File: src/rtl/imgAccumPkg.sv
package imgAccumPkg;
  typedef struct packed {
    logic load;
    logic last;
  } accStrobe_t;
endpackage

File: src/rtl/accCtrl.sv
module accCtrl
  import imgAccumPkg::*;
#(
  parameter int CNT_W    = 16,
  parameter int ADDR_W   = 32,
  parameter int SRC_STEP = 16,
  parameter int DST_STEP = 32
) (
  input  logic              clk,
  input  logic              rstN,
  input  logic              start,
  input  logic [CNT_W-1:0]  groupCount,
  input  logic [ADDR_W-1:0] srcBase,
  input  logic [ADDR_W-1:0] dstBase,
  input  logic              inValid,
  input  logic              outReady,
  output logic              inReady,
  output logic              outValid,
  output logic              busy,
  output logic              done,
  output logic [ADDR_W-1:0] srcAddr,
  output logic [ADDR_W-1:0] dstAddr,
  output accStrobe_t        strobe
);
  localparam logic [ADDR_W-1:0] SRC_INC = ADDR_W'(SRC_STEP);
  localparam logic [ADDR_W-1:0] DST_INC = ADDR_W'(DST_STEP);

  logic [CNT_W-1:0] remaining;
  logic feeding;
  logic outValidR;
  logic finalOut;
  logic doneR;
  logic fire;
  logic finalFire;
  logic launch;

  assign inReady   = feeding && (!outValidR || outReady);
  assign fire      = inValid && inReady;
  assign finalFire = fire && (remaining == CNT_W'(1));
  assign busy      = feeding || outValidR;
  assign launch    = start && !busy;

  assign strobe.load = fire;
  assign strobe.last = finalFire;

  always_ff @(posedge clk) begin
    if (!rstN) begin
      remaining <= '0;
      feeding   <= 1'b0;
      srcAddr   <= '0;
      dstAddr   <= '0;
      outValidR <= 1'b0;
      finalOut  <= 1'b0;
      doneR     <= 1'b0;
    end else begin
      if (launch) begin
        remaining <= groupCount;
        srcAddr   <= srcBase;
        dstAddr   <= dstBase;
        feeding   <= (groupCount != '0);
        doneR     <= (groupCount == '0);
      end else if (fire) begin
        remaining <= remaining - CNT_W'(1);
        srcAddr   <= srcAddr + SRC_INC;
        dstAddr   <= dstAddr + DST_INC;
        if (finalFire) feeding <= 1'b0;
      end

      if (fire) begin
        outValidR <= 1'b1;
        finalOut  <= finalFire;
      end else if (outReady) begin
        outValidR <= 1'b0;
      end

      if (outValidR && outReady && finalOut) doneR <= 1'b1;
    end
  end

  assign outValid = outValidR;
  assign done     = doneR;
endmodule

File: src/rtl/accPath.sv
module accPath
  import imgAccumPkg::*;
#(
  parameter int LANES  = 16,
  parameter int SRC_W  = 8,
  parameter int DST_W  = 16,
  parameter int ADDR_W = 32
) (
  input  logic                   clk,
  input  logic                   rstN,
  input  accStrobe_t             strobe,
  input  logic [LANES*SRC_W-1:0] inSrc,
  input  logic [LANES*DST_W-1:0] inDst,
  input  logic [ADDR_W-1:0]      dstAddr,
  output logic [LANES*DST_W-1:0] outData,
  output logic                   outLast,
  output logic [ADDR_W-1:0]      outAddr
);
  localparam int PAD_W = DST_W - SRC_W;

  logic [LANES*DST_W-1:0] laneSum;

  for (genvar i = 0; i < LANES; i++) begin : gLane
    logic [DST_W-1:0] widened;
    assign widened = {{PAD_W{1'b0}}, inSrc[i*SRC_W +: SRC_W]};
    assign laneSum[i*DST_W +: DST_W] = inDst[i*DST_W +: DST_W] + widened;
  end

  always_ff @(posedge clk) begin
    if (!rstN) begin
      outData <= '0;
      outLast <= 1'b0;
      outAddr <= '0;
    end else if (strobe.load) begin
      outData <= laneSum;
      outLast <= strobe.last;
      outAddr <= dstAddr;
    end
  end
endmodule

File: src/rtl/imgAccumTop.sv
module imgAccumTop
  import imgAccumPkg::*;
#(
  parameter int LANES  = 16,
  parameter int CNT_W  = 16,
  parameter int ADDR_W = 32
) (
  input  logic                clk,
  input  logic                rstN,
  input  logic                start,
  input  logic [CNT_W-1:0]    groupCount,
  input  logic [ADDR_W-1:0]   srcBase,
  input  logic [ADDR_W-1:0]   dstBase,
  output logic                busy,
  output logic                done,
  input  logic                inValid,
  output logic                inReady,
  input  logic [LANES*8-1:0]  inSrc,
  input  logic [LANES*16-1:0] inDst,
  output logic [ADDR_W-1:0]   srcAddr,
  output logic [ADDR_W-1:0]   dstAddr,
  output logic                outValid,
  input  logic                outReady,
  output logic [LANES*16-1:0] outData,
  output logic                outLast,
  output logic [ADDR_W-1:0]   outAddr
);
  localparam int SRC_W    = 8;
  localparam int DST_W    = 16;
  localparam int SRC_STEP = LANES * SRC_W / 8;
  localparam int DST_STEP = LANES * DST_W / 8;

  accStrobe_t strobe;

  accCtrl #(
    .CNT_W(CNT_W), .ADDR_W(ADDR_W), .SRC_STEP(SRC_STEP), .DST_STEP(DST_STEP)
  ) uCtrl (
    .clk(clk), .rstN(rstN), .start(start), .groupCount(groupCount),
    .srcBase(srcBase), .dstBase(dstBase), .inValid(inValid), .outReady(outReady),
    .inReady(inReady), .outValid(outValid), .busy(busy), .done(done),
    .srcAddr(srcAddr), .dstAddr(dstAddr), .strobe(strobe)
  );

  accPath #(
    .LANES(LANES), .SRC_W(SRC_W), .DST_W(DST_W), .ADDR_W(ADDR_W)
  ) uPath (
    .clk(clk), .rstN(rstN), .strobe(strobe), .inSrc(inSrc), .inDst(inDst),
    .dstAddr(dstAddr), .outData(outData), .outLast(outLast), .outAddr(outAddr)
  );
endmodule

File: config.mk
export PLATFORM = sky130hd
export DESIGN_NAME = imgAccumTop
export DESIGN_NICKNAME = d
export VERILOG_FILES = /design/src/rtl/imgAccumPkg.sv /design/src/rtl/accCtrl.sv /design/src/rtl/accPath.sv /design/src/rtl/imgAccumTop.sv
export SDC_FILE = /design/constraint.sdc
export NUM_CORES = 1
export LEC_CHECK = 0
export BUFFER_PORTS_ARGS = -buffer_cell sky130_fd_sc_hd__buf_4
export CAP_MARGIN = 20
export CORE_AREA = 3 3 322 324
export CTS_CLUSTER_SIZE = 24
export DETAILED_ROUTE_END_ITERATION = 6
export DIE_AREA = 0 0 325 327
export SLEW_MARGIN = 5
export SYNTH_ARGS = -nofsm -noshare
export SYNTH_HDL_FRONTEND = slang
export SYNTH_SLANG_ARGS = --single-unit
File: constraint.sdc
create_clock -name clk -period 2.9 [get_ports clk]
set_input_delay 0.58 -clock clk [delete_from_list [all_inputs] [get_ports clk]]
set_output_delay 0.58 -clock clk [all_outputs]
set_load 0.1 [all_outputs]
==> out/results.tsv <==
metric	value	unit
status	finished, final reports clean	
path_class	reg -> out	
ys_top_cells_by_area	dfxtp_1, ha_1, a21oi_1	
worst_r2r_path_depth	6	
die_x	325	um
placement_rows	117	
critPathArrivalTime	1.88	ns
hpwl	83880	um
worstSetupEndpointType	primary output	
worst_path_max_delay_cell	dfxtp_1	
grt_max_degree	130	
power.density	572.9	nW/um^2
cts_root_buffer	clkbuf_16	
post-cts-setup-buffers	0	
initial_core_util	0.2199	
cpLargestDelayFamily	flip-flops	
cts_hold_buffers	0	
yosys_warnings	0	
drt_iter0_drc	1610	
async_flop_share	0	
setup_viol	0	
die_h	327	um
wl_met2	50320	um
synth_area	22310	um^2
numClockSinks	372	
pre_cts_ws	0.1153	ns
cap_violations	0	
hold_depth	3	
path_buf_inv	1	
ys_seq_area_frac	0.3338	
worstSetupStartpointType	register	
synth-seq-cells	372	
tightestPinTransition	0.8502	ns
synth_cell_types	79	
synth_top_cell_area_share	0.3338	
min_period	2.460	ns
htreeDepth	2	
finalMaxSlewViolations	0	
drcViolationCount	0	
path_depth	3	
antenna_found_initial	12	
skew	0.01856	ns
top_layer	met5	
grt_usage	0.1899	
ios	826	
seq_area	7447	um^2
die_area	106300	um^2
grt_pass1_wl	155300	um
cts_made_buffers	50	
syn_area_per_cell	8.052	um^2
vias_per_cell	5.028	
vias	25040	
multiInputGateArea	14070	um^2
min_period_over_period	0.8482	
clockBufferDepth	3	
wl_met3	9097	um
synth_fp_nets	3388	
rrSetupSlack	0.54	ns
m1WireLength	44350	um
yosys.area.top_type	dfxtp_1	
path_cells	nor2b_1 -> nor2_1 -> buf_4	
synth_commonest_cells	dfxtp_1, nand2_1, a21oi_1, o21ai_0, ha_1	
place_area	30350	um^2
cts.clk_slew.worst_paths	0.06	ns
synthCells	2771	
rsz0062_at_grt	false	
dr.pass1.iters	5	
synth-edff-count	0	
syn2layout_area_growth	43.68	%
max-slew-margin-rel	0.4332	
io_buffers	825	
coreArea	101400	um^2
synth-main-ff-cell	dfxtp_1	
cts_tree	done	
grt_pass1_vias	23850	
clk_latency	0.60	ns
power.static_leakage	13.29	nW
gp_congestion	0.9317	
critPathMaxFanout	7	
overflow	0	
antenna_left	0	
final_core_util	0.3160	
yosysMostFrequentCell	dfxtp_1	
wl_per_cell	21.40	um
fmax	0.4065	GHz
cpPeakStageDelay	0.53	ns
vdd_drop_max	0.4202	mV
design_area	32060	um^2
final_hold_viol_count	0	
holdWs	0.2189	ns
critPathRequiredTime	2.32	ns
nets	4191	
wl	106600	um
setup_ws	0.4401	ns
drive_gt1_frac	0.2818	
setup_tns	0	ns
ctsResizeCount	0	
num-fill-cells	10910	
hp-class	in -> reg	
-- layout by cell type, fill, tap and decap left out, drive strengths merged, types with 21 or more instances in the layout --
master    n
and4     40
dfxtp   372
nand3   120
and3     43
nor3     47
o211ai   22
nand4    46
xnor2    64
or3      42
inv      43
a21o     50
buf     907
and2     43
xor2     68
o21a     21
nor2    111
nand2   362
nor4     42
o21ai   225
clkbuf   69
a21oi   287
a311oi   26
a22oi    31
ha      132
a211oi   51
or4      42
a31oi    53
-- cell families (layout without fill, tap and decap cells) --
logic type               after synthesis  after routing  synth area share
multiplexers                           9              9          0.004430
AO/OA/AOI/OAI                        930            930            0.2605
adder cells (fa/ha/maj)              148            148           0.08838
AND/OR/NAND/NOR                      981            981            0.2235
buffers and inverters                199           1037           0.03763
other                                  0              4                 0
flip-flops                           372            372            0.3338
XOR/XNOR                             132            132           0.05181
-- area by class of cell --
| class | count | share of cell area |
|---|---|---|
| Sequential cell | 372 | 0.2323 |
| Clock buffer | 68 | 0.04461 |
| Antenna cell | 4 | 0.0003122 |
| Inverter | 42 | 0.005152 |
| Tap cell | 1368 | 0.05339 |
| Timing Repair Buffer | 908 | 0.2171 |
| Clock inverter | 19 | 0.008352 |
| Multi-Input combinational cell | 2200 | 0.4388 |
-- flip-flops by register name, indices dropped and copies added (netlist names) --
name             flops
uCtrl.done           1
uCtrl.dstAddr       32
uCtrl.feeding        1
uCtrl.finalOut       1
uCtrl.outValid       1
uCtrl.remaining     16
uCtrl.srcAddr       32
uPath.outAddr       32
uPath.outData      256
-- layer usage --
layer	global-route usage	up-vias
met5	0	-
met4	0.04922	2
met3	0.06051	130
met2	0.3222	954
met1	0.2318	11910
li1	-	12050
-- through the flow --
stage	power, mW	cells
after floorplan	9.860	2771
after global placement	11.90	4890
after detailed placement	11.92	4890
after CTS	18.59	4977
after global routing	19.18	4979
final	18.36	4981
-- worst paths after layout --
check	from	endpoint
worst max register to register	uCtrl.dstAddr[5]$_SDFFE_PN0P_	uCtrl.dstAddr[23]$_SDFFE_PN0P_
worst min register to register	uPath.outData[36]$_SDFFE_PN0P_	uPath.outData[36]$_SDFFE_PN0P_
worst max-delay path	uCtrl.outValid$_SDFFE_PN0P_	inReady
worst min-delay path	srcBase[1]	uCtrl.srcAddr[1]$_SDFFE_PN0P_
-- worst min-delay path: stages --
cell	delay, ns
buf_4	0.11
nand2_1	0.05
a21oi_1	0.05
-- where the power goes --
group	leakage (nW)	internal [mW]	switching (mW)	total, mW
clock	0.828	3.97	2.56	6.53
sequential	3.04	5.45	0.291	5.74
combinational	9.43	1.77	4.32	6.10
Note: power is estimated with default switching activity, not from simulation.
